### src/rtl/pll_rate_pkg.sv
package pll_rate_pkg;
  localparam int ACC_W = 64;

  typedef enum logic [2:0] {
    ST_IDLE,
    ST_INT,
    ST_FRAC,
    ST_POST1,
    ST_POST2
  } calc_state_e;
endpackage

### src/rtl/pll_rate_div.sv
module pll_rate_div #(
  parameter int W = 64
) (
  input  logic         clk_i,
  input  logic         rst_ni,
  input  logic         go_i,
  input  logic [W-1:0] num_i,
  input  logic [W-1:0] den_i,
  output logic         done_o,
  output logic [W-1:0] quo_o
);
  localparam int CW = $clog2(W + 1);

  logic [W-1:0]  quo_q, den_q, num_q;
  logic [W:0]    rem_q;
  logic [CW-1:0] cnt_q;
  logic          busy_q, done_q;

  logic [W:0]    rem_sh, rem_nx;
  logic          fits;

  // restoring step: one quotient bit per cycle
  always_comb begin
    rem_sh = {rem_q[W-1:0], quo_q[W-1]};
    fits   = rem_sh >= {1'b0, den_q};
    rem_nx = fits ? rem_sh - {1'b0, den_q} : rem_sh;
  end

  always_ff @(posedge clk_i or negedge rst_ni) begin
    if (!rst_ni) begin
      quo_q  <= '0;
      den_q  <= '0;
      num_q  <= '0;
      rem_q  <= '0;
      cnt_q  <= '0;
      busy_q <= 1'b0;
      done_q <= 1'b0;
    end else begin
      done_q <= 1'b0;
      if (busy_q) begin
        rem_q <= rem_nx;
        quo_q <= {quo_q[W-2:0], fits};
        cnt_q <= cnt_q - CW'(1);
        if (cnt_q == CW'(1)) begin
          busy_q <= 1'b0;
          done_q <= 1'b1;
        end
      end else if (go_i) begin
        quo_q  <= num_i;
        num_q  <= num_i;
        den_q  <= den_i;
        rem_q  <= '0;
        cnt_q  <= CW'(W);
        busy_q <= 1'b1;
      end
    end
  end

  assign done_o = done_q;
  assign quo_o  = quo_q;

  AST_DIV_REM_BOUND: assert property (@(posedge clk_i) disable iff (!rst_ni)
    busy_q |-> (rem_q < {1'b0, den_q}));
  AST_DIV_EXACT: assert property (@(posedge clk_i) disable iff (!rst_ni)
    done_q |-> ((quo_q * den_q + rem_q[W-1:0]) == num_q));
endmodule

### src/rtl/pll_rate_ctrl.sv
module pll_rate_ctrl
  import pll_rate_pkg::*;
#(
  parameter int RATE_W = 32,
  parameter int FB_W   = 13,
  parameter int REF_W  = 6,
  parameter int PD1_W  = 4,
  parameter int PD2_W  = 3,
  parameter int FRAC_W = 24
) (
  input  logic              clk_i,
  input  logic              rst_ni,
  input  logic              start_i,
  input  logic [RATE_W-1:0] parent_i,
  input  logic              offset_i,
  input  logic              bypass_i,
  input  logic              int_mode_i,
  input  logic [FB_W-1:0]   fb_i,
  input  logic [REF_W-1:0]  ref_i,
  input  logic [PD1_W-1:0]  pd1_i,
  input  logic [PD2_W-1:0]  pd2_i,
  input  logic [FRAC_W-1:0] frac_i,
  output logic              div_go_o,
  output logic [ACC_W-1:0]  div_num_o,
  output logic [ACC_W-1:0]  div_den_o,
  input  logic              div_done_i,
  input  logic [ACC_W-1:0]  div_quo_i,
  output logic [RATE_W-1:0] rate_o,
  output logic              valid_o,
  output logic              err_o
);
  localparam int NF_W = FB_W + 1;
  localparam int NR_W = REF_W + 1;
  localparam int NO_W = PD1_W + 1;

  calc_state_e       state_q;
  logic [RATE_W-1:0] par_q;
  logic [NR_W-1:0]   nr_q;
  logic [NO_W-1:0]   no_q;
  logic [PD2_W-1:0]  p2_q;
  logic [FRAC_W-1:0] frac_q;
  logic              frac_on_q;
  logic [ACC_W-1:0]  acc_q;
  logic [RATE_W-1:0] rate_q;
  logic              valid_q, err_q;

  logic [NF_W-1:0]   eff_nf;
  logic [NR_W-1:0]   eff_nr;
  logic [NO_W-1:0]   eff_no;
  logic [PD2_W-1:0]  eff_p2;
  logic              eff_frac, zero_div;

  // effective field values per register variant
  always_comb begin
    if (offset_i) begin
      eff_nf   = NF_W'(fb_i) + NF_W'(1);
      eff_nr   = NR_W'(ref_i) + NR_W'(1);
      eff_no   = NO_W'(pd1_i) + NO_W'(1);
      eff_p2   = PD2_W'(1);
      eff_frac = 1'b0;
    end else begin
      eff_nf   = NF_W'(fb_i);
      eff_nr   = NR_W'(ref_i);
      eff_no   = NO_W'(pd1_i);
      eff_p2   = pd2_i;
      eff_frac = !int_mode_i;
    end
    zero_div = (eff_nr == '0) || (eff_no == '0) || (eff_p2 == '0);
  end

  always_comb begin
    div_go_o  = 1'b0;
    div_num_o = '0;
    div_den_o = '0;
    unique case (state_q)
      ST_IDLE: if (start_i && !bypass_i && !zero_div) begin
        div_go_o  = 1'b1;
        div_num_o = ACC_W'(parent_i) * ACC_W'(eff_nf);
        div_den_o = ACC_W'(eff_nr);
      end
      ST_INT: if (div_done_i) begin
        div_go_o = 1'b1;
        if (frac_on_q) begin
          div_num_o = ACC_W'(par_q) * ACC_W'(frac_q);
          div_den_o = ACC_W'(nr_q);
        end else begin
          div_num_o = div_quo_i;
          div_den_o = ACC_W'(no_q);
        end
      end
      ST_FRAC: if (div_done_i) begin
        div_go_o  = 1'b1;
        div_num_o = acc_q + (div_quo_i >> FRAC_W);
        div_den_o = ACC_W'(no_q);
      end
      ST_POST1: if (div_done_i) begin
        div_go_o  = 1'b1;
        div_num_o = div_quo_i;
        div_den_o = ACC_W'(p2_q);
      end
      default: ;
    endcase
  end

  always_ff @(posedge clk_i or negedge rst_ni) begin
    if (!rst_ni) begin
      state_q   <= ST_IDLE;
      par_q     <= '0;
      nr_q      <= '0;
      no_q      <= '0;
      p2_q      <= '0;
      frac_q    <= '0;
      frac_on_q <= 1'b0;
      acc_q     <= '0;
      rate_q    <= '0;
      valid_q   <= 1'b0;
      err_q     <= 1'b0;
    end else begin
      valid_q <= 1'b0;
      unique case (state_q)
        ST_IDLE: if (start_i) begin
          par_q     <= parent_i;
          nr_q      <= eff_nr;
          no_q      <= eff_no;
          p2_q      <= eff_p2;
          frac_q    <= frac_i;
          frac_on_q <= eff_frac;
          if (bypass_i) begin
            rate_q  <= parent_i;
            err_q   <= 1'b0;
            valid_q <= 1'b1;
          end else if (zero_div) begin
            rate_q  <= '0;
            err_q   <= 1'b1;
            valid_q <= 1'b1;
          end else begin
            state_q <= ST_INT;
          end
        end
        ST_INT: if (div_done_i) begin
          acc_q   <= div_quo_i;
          state_q <= frac_on_q ? ST_FRAC : ST_POST1;
        end
        ST_FRAC:  if (div_done_i) state_q <= ST_POST1;
        ST_POST1: if (div_done_i) state_q <= ST_POST2;
        ST_POST2: if (div_done_i) begin
          rate_q  <= div_quo_i[RATE_W-1:0];
          err_q   <= 1'b0;
          valid_q <= 1'b1;
          state_q <= ST_IDLE;
        end
        default: state_q <= ST_IDLE;
      endcase
    end
  end

  assign rate_o  = rate_q;
  assign valid_o = valid_q;
  assign err_o   = err_q;

  AST_NO_ZERO_DIVISOR: assert property (@(posedge clk_i) disable iff (!rst_ni)
    div_go_o |-> (div_den_o != '0));
  AST_ERR_ZERO_RATE: assert property (@(posedge clk_i) disable iff (!rst_ni)
    (valid_o && err_o) |-> (rate_o == '0));
  AST_BYPASS_PASS: assert property (@(posedge clk_i) disable iff (!rst_ni)
    (state_q == ST_IDLE && start_i && bypass_i) |=>
      (valid_o && !err_o && rate_o == $past(parent_i)));
  AST_RESULT_HOLD: assert property (@(posedge clk_i) disable iff (!rst_ni)
    !valid_o |-> ($stable(rate_o) && $stable(err_o)));
  AST_BUSY_NO_PULSE: assert property (@(posedge clk_i) disable iff (!rst_ni)
    (state_q != ST_IDLE && state_q != ST_POST2) |=> !valid_o);
endmodule

### src/rtl/pll_rate_calc.sv
module pll_rate_calc
  import pll_rate_pkg::*;
#(
  parameter int RATE_W = 32,
  parameter int FB_W   = 13,
  parameter int REF_W  = 6,
  parameter int PD1_W  = 4,
  parameter int PD2_W  = 3,
  parameter int FRAC_W = 24
) (
  input  logic              clk_i,
  input  logic              rst_ni,
  input  logic              start_i,
  input  logic [RATE_W-1:0] parent_i,
  input  logic              offset_i,
  input  logic              bypass_i,
  input  logic              int_mode_i,
  input  logic [FB_W-1:0]   fb_i,
  input  logic [REF_W-1:0]  ref_i,
  input  logic [PD1_W-1:0]  pd1_i,
  input  logic [PD2_W-1:0]  pd2_i,
  input  logic [FRAC_W-1:0] frac_i,
  output logic [RATE_W-1:0] rate_o,
  output logic              valid_o,
  output logic              err_o
);
  logic             div_go, div_done;
  logic [ACC_W-1:0] div_num, div_den, div_quo;

  pll_rate_ctrl #(
    .RATE_W(RATE_W), .FB_W(FB_W), .REF_W(REF_W),
    .PD1_W(PD1_W), .PD2_W(PD2_W), .FRAC_W(FRAC_W)
  ) ctrl_i (
    .clk_i      (clk_i),
    .rst_ni     (rst_ni),
    .start_i    (start_i),
    .parent_i   (parent_i),
    .offset_i   (offset_i),
    .bypass_i   (bypass_i),
    .int_mode_i (int_mode_i),
    .fb_i       (fb_i),
    .ref_i      (ref_i),
    .pd1_i      (pd1_i),
    .pd2_i      (pd2_i),
    .frac_i     (frac_i),
    .div_go_o   (div_go),
    .div_num_o  (div_num),
    .div_den_o  (div_den),
    .div_done_i (div_done),
    .div_quo_i  (div_quo),
    .rate_o     (rate_o),
    .valid_o    (valid_o),
    .err_o      (err_o)
  );

  pll_rate_div #(.W(ACC_W)) div_i (
    .clk_i  (clk_i),
    .rst_ni (rst_ni),
    .go_i   (div_go),
    .num_i  (div_num),
    .den_i  (div_den),
    .done_o (div_done),
    .quo_o  (div_quo)
  );
endmodule

### config.mk
export PLATFORM = sky130hd
export DESIGN_NAME = pll_rate_calc
export DESIGN_NICKNAME = d
export VERILOG_FILES = /design/src/rtl/pll_rate_pkg.sv /design/src/rtl/pll_rate_div.sv /design/src/rtl/pll_rate_ctrl.sv /design/src/rtl/pll_rate_calc.sv
export SDC_FILE = /design/constraint.sdc
export NUM_CORES = 2
export LEC_CHECK = 0
export BUFFER_PORTS_ARGS = -buffer_cell sky130_fd_sc_hd__buf_2
export CAP_MARGIN = 15
export CORE_UTILIZATION = 30
export DETAILED_ROUTE_END_ITERATION = 8
export PLACE_DENSITY = 0.48
export RECOVER_POWER = 50
export SLEW_MARGIN = 15
export SYNTH_ARGS = -nofsm -noshare
export SYNTH_HDL_FRONTEND = slang
export SYNTH_HIERARCHICAL = 1
export SYNTH_SLANG_ARGS = --single-unit
### constraint.sdc
create_clock -name clk_i -period 9.66 [get_ports clk_i]
set_input_delay 1.932 -clock clk_i [delete_from_list [all_inputs] [get_ports clk_i]]
set_output_delay 1.932 -clock clk_i [all_outputs]
set_load 0.02 [all_outputs]
# Word level (Yosys, flattened, before mapping)
# Index checks and enable logic that the tools add are counted.
[op_classes]
mul = 2
n_addsub = 6
eq_ne = 15
n_bitwise = 1
n_mux = 55
n_lt_le_gt_ge = 1
reduce_logical = 20
[ops]
columns = ["op", "n"]
rows = [
  ["two-way mux 64 bit", 10],
  ["one-hot mux 64 bit (4 select lines)", 2],
  ["two-way mux 32 bit", 4],
  [">= comparator 65 x 64 -> 1 bit", 1],
  ["adder 64 x 40 -> 64 bit", 1],
  ["one-hot mux 32 bit (2 select lines)", 1],
  ["subtractor 64 bit", 1],
  ["multiplier 32 x 24 -> 56 bit", 1],
  ["multiplier 32 x 14 -> 46 bit", 1],
  ["two-way mux 46 bit", 1],
  ["two-way mux 7 bit", 5],
  ["two-way mux 3 bit", 9],
  ["two-way mux 1 bit", 16],
  ["one-hot mux 3 bit (5 select lines)", 1],
  ["adder 13 x 1 -> 14 bit (second input constant)", 1],
  ["two-way mux 14 bit", 1],
  ["two-way mux 5 bit", 2],
  ["inequality test 2 x 1 -> 1 bit (second input constant)", 4],
  ["adder 6 x 1 -> 7 bit (second input constant)", 1],
  ["equality test 7 x 1 -> 1 bit (second input constant)", 1],
  ["logical NOT 7 bit", 1],
  ["AND reduction 7 bit", 1],
  ["subtractor 7 x 1 -> 7 bit (second input constant)", 1],
  ["equality test 3 x 2 -> 1 bit (second input constant)", 2],
  ["other kinds (18)", 31],
]
[totals]
register_bits = 374
elab_cells = 117
in_bits = 88
out_inout_bits = 34

# Longest topological paths before layout
[logic_depth]
ltp_word = 11
ltp_mapped = 33
mapped_depth_nobuf = 31

# Modules after synthesis
# The synthesis kept the hierarchy.
[by_module_without_submodules]
columns = ["module", "seq_area_each_um2", "instances", "cells_each", "area_each_um2"]
rows = [
  ["pll_rate_ctrl", 4329.2, 1, 5834, 50392.1],
  ["pll_rate_div", 5029.8, 1, 1429, 12366.9],
]

# Least setup slack after synthesis
# No wires, ideal clock.
[synth_timing]
kind = "input-to-reg"
startpoint = "input port offset_i"
endpoint = "register div_i.quo_q[44] (netlist: div_i/quo_o[44])"
setup_ps = 133
arrival_time_ps = 9058
t_required_ps = 9527
stages = 30
path_buffers = 3
slack_ps = 469
path_cell_list = "clkbuf_1 > nand4_1 > nor2_1 > nand3_1 > xnor2_1 > clkbuf_1 > nand2_1 > fa_1 > fa_1 > inv_1 > fa_1 > fa_1 > fa_1 > inv_1 > fa_1 > inv_1 > ha_1 > buf_2 > a21o_1 > a31oi_1 > o21ai_1 > a2111oi_0 > o21bai_1 > a41o_1 > a31oi_1 > a31oi_1 > a2111oi_0 > o21ai_1 > mux2i_1 > o21ai_0"
[synth_between]
elab_chain_cells = 10
elab_cells_between_ends = 20
cone_classes = "mul (1); mux (10); reduce/logical (9)"
[synth_rtl]
columns = ["item", "line_no", "source"]
rows = [
  ["start: declaration", "pll_rate_calc.sv:15", "input logic offset_i,"],
  ["parallel branches: the longest is 6 deep, another holds multiplier 32 x 14 -> 46 bit", "-", ""],
  ["two-way mux 46 bit (*)", "pll_rate_ctrl.sv:76", "ST_IDLE: if (start_i && !bypass_i && !zero_div) begin"],
  ["one-hot mux 64 bit (4 select lines) (*)", "pll_rate_ctrl.sv:75", "unique case (state_q)"],
  ["net div_num[44]", "pll_rate_calc.sv:28", "logic [ACC_W-1:0] div_num, div_den, div_quo;"],
  ["two-way mux 64 bit (*)", "pll_rate_div.sv:48", "end else if (go_i) begin"],
  ["two-way mux 64 bit (*)", "pll_rate_div.sv:40", "if (busy_q) begin"],
  ["end signal: assignment", "pll_rate_div.sv:42", "quo_q <= {quo_q[W-2:0], fits};"],
  ["end signal: assignment", "pll_rate_div.sv:49", "quo_q <= num_i;"],
  ["end: declaration", "pll_rate_div.sv:14", "logic [W-1:0] quo_q, den_q, num_q;"],
]
# Mark *: on every way through the listed nets, which the timed path passes. The select of a mux whose other input is x is not followed.
# A chain may end at the register's enable or synchronous reset.

# Worst setup path after layout
[layout_timing]
startpoint = "input port offset_i"
endpoint = "register div_i.quo_q[42] (netlist: div_i/quo_o[42])"
# Same word-level chain as after synthesis.

==> flow_summary.ini <==
[critical_path]
cp_top_family = adder cells
end_kind = flip-flop
cp.buffers_inverters = 10
critPathMostFrequentCell = fa_1
worstSetupStartpointType = input pin
path_max_fanout = 11
cpPeakStageDelay_ps = 560
path_class = in2reg
critical-path-slowest-cell = fa_1
arrival_ps = 9520
worst_ep_required_time_ps = 10200

[drt]
ant_nets = 0
wirelength_um = 196000
first_pass_iters = 6
vias_per_cell = 4.91
wl_per_cell_um = 19.5
post-route-drc-count = 0
num_vias = 49500
drtIter0Drc = 3370

[global_route]
grt_use_met3_pct = 2.02
grt_pass1_vias = 52500
grt_max_degree = 133
grtUsageTotal_pct = 19.0
met1_usage_pct = 26.4
antenna_found_initial = 16
busiest_layer = met2
grt_pass1_wl_um = 312000
grt_overflow = 0
grt_use_met2_pct = 31.1

[timing]
period_share_pct = 93.0
drv_slew = 362
fin_crit_ps = 8990
finalHoldViolCount = 0
slew-limit-headroom_pct = -210
setup_violations = 0
setup_tns_ps = 0
tightest_slew_ps = 4650
rsz0062_at_grt = false
clock_skew_ps = 54.7
max_freq_mhz = 111

[layout]
nNetsFinal = 8739
drive_above_1_share_pct = 7.77
area.growth.synth_to_final_pct = 9.16

[clock_network]
clk_latency_ps = 710
htree_levels = 2
clockRootBuffer = clkbuf_16
numCtsBuffers = 52
clk_path_buf_depth = 3
hold_buffers = 0
path_clk_slew_ps = 60
ctsResizeCount = 0
cts_setup_buffers = 0
cts_num_sinks = 374
cts_tree = done

[job]
cap_violations = 5

[floorplanning]
start_util_pct = 30.2
design.core.area_um2 = 207000
die_w_um = 459
die_h_um = 459
io_pins = 122
dieArea_um2 = 211000
rows = 167

[synthesis]
async_flop_share_pct = 100
syn_avg_cell_area_um2 = 8.64
synth_cell_types = 108
yosys_warnings = 6
yosysSeqAreaShare_pct = 14.9
synth_cells = 7263
synth-edff-count = 0
synth_flop_cell = dfrtp_1
netlist_area_um2 = 62800
ys_ff_latch = 374

[status]
violations = max-capacitance violations, max-slew violations
status = complete, but fails checks

[placement]
dp_hpwl_um = 156000
portBuffers = 121
gp_congestion = 0.888

[hold_path]
hold_class = reg2reg
==> flip-flops by register name (all words and copies together), names as in the netlist <==
| name | flops |
|---|---|
| div_i/cnt_q | 7 |
| ctrl_i/par_q | 32 |
| ctrl_i/acc_q | 64 |
| div_i/quo_o | 64 |
| ctrl_i/rate_o | 32 |
| ctrl_i/p2_q | 3 |
| div_i/den_q | 64 |
| ctrl_i/state_q | 3 |
| ctrl_i/frac_q | 24 |
| ctrl_i/no_q | 5 |
| ctrl_i/err_o | 1 |
| div_i/busy_q | 1 |
| ctrl_i/frac_on_q | 1 |
| ctrl_i/valid_o | 1 |
| ctrl_i/nr_q | 7 |
| div_i/done_o | 1 |
| div_i/rem_q | 64 |
==> cells in the mapped netlist, drive strengths merged, types with 18 or more instances <==
library cell / number / share of area [%]
a211oi: 25 / 0.33
dfrtp: 374 / 15
ha: 401 / 8.0
a21oi: 286 / 2.3
and3: 56 / 0.56
nand2: 1399 / 8.4
a21o: 114 / 1.4
inv: 1156 / 6.9
fa: 1017 / 32
a222oi: 29 / 0.46
xor2: 99 / 1.4
nor2: 157 / 0.98
nor3: 30 / 0.25
clkbuf: 372 / 2.2
o21ai: 392 / 3.1
xnor2: 119 / 1.7
nand2b: 18 / 0.18
o21bai: 39 / 0.47
and2: 404 / 4.0
buf: 97 / 1.1
nand3: 82 / 0.67
nand4: 53 / 0.53
o21a: 22 / 0.26
a31oi: 41 / 0.45
mux2i: 106 / 1.7
nor2b: 50 / 0.50
mux2: 64 / 1.1
==> worst register-to-register path, delay by kind of cell (launching register included) <==
kind	cells	cell delay, ps
and+or+nand+nor	4	1090
buffers and inverters	5	280
muxes	1	120
xor gates and xnor gates	1	540
AOI/OAI and AO/OA	7	1330
DFF	1	1070
adders and majority gates	8	4060
==> cell usage in the layout (no fill, tap or decap), drive strengths merged, types with 56 or more instances in the layout <==
cell / Yosys / routed
dfrtp: 374 / 374
and3: 56 / 56
and2: 404 / 404
conb: 1 / 57
xor2: 99 / 99
nor2: 157 / 157
ha: 401 / 401
a21oi: 286 / 286
xnor2: 119 / 119
clkbuf: 372 / 78
nand2: 1399 / 1399
buf: 97 / 326
inv: 1156 / 1158
a21o: 114 / 114
mux2: 64 / 64
o21ai: 392 / 392
mux2i: 106 / 106
fa: 1017 / 1017
nand3: 82 / 82
==> metal layers <==
layer | share of wire [%] | wire length (um) | vias up
met5 | 0.0061 | 12 | -
met4 | 2.8 | 5600 | 2
met3 | 4.9 | 9600 | 245
met2 | 46 | 91200 | 1159
met1 | 46 | 90100 | 25300
li1 | - | - | 22700
==> kinds of logic after synthesis <==
family,count (synthesis),share of synthesized area [%]
AND/OR/NAND/NOR,2315,16.8
buffers and inverters,1628,10.3
adder cells (fa/ha/maj),1418,40.4
AO/OA/AOI/OAI,1139,11.6
flip-flops,374,14.9
XOR/XNOR,218,3.04
multiplexers,170,2.84
other,1,0.00598
==> worst paths after layout <==
| check | start | endpoint | slack, ps | cells past startpoint |
|---|---|---|---|---|
| max | offset_i | div_i/quo_o[42] | 670 | 34 |
| min | ctrl_i/p2_q[2] | ctrl_i/p2_q[2] | 470 | 2 |
| max reg2reg | ctrl_i/par_q[20] | div_i/quo_o[42] | 1020 | 26 |
| min reg2reg | ctrl_i/p2_q[2] | ctrl_i/p2_q[2] | 470 | 2 |
| max in group asynchronous | rst_ni | div_i/quo_o[27] | 1750 | 2 |
| min in group asynchronous | rst_ni | ctrl_i/frac_q[18] | 2900 | 1 |
==> per-stage QoR <==
stage	util, %	std cells	worst slack, ps	hold WS (ps)	area, um2
floorplan	-	7319	469	438	63000
global placement	32.2	9967	0.144	461	66800
detailed placement	32.2	9967	27.1	460	66800
CTS	33.0	10100	757	480	68500
global route	33.0	10100	254	493	68500
finish	33.0	10100	675	472	68500
==> cell type report <==
cell class	instances	area [um2]
sequential	374	9360
clock buffer	72	1440
inverter	1156	4340
tap	2788	3490
antenna	4	10.0
fill	21800	139000
timing repair buffer	332	2310
clock inverter	22	277
multi-input combinational	5317	47300
Power is left out: the tool's default activity adds up to more than one toggle a clock period on the data nets, which glitch-free logic cannot reach.
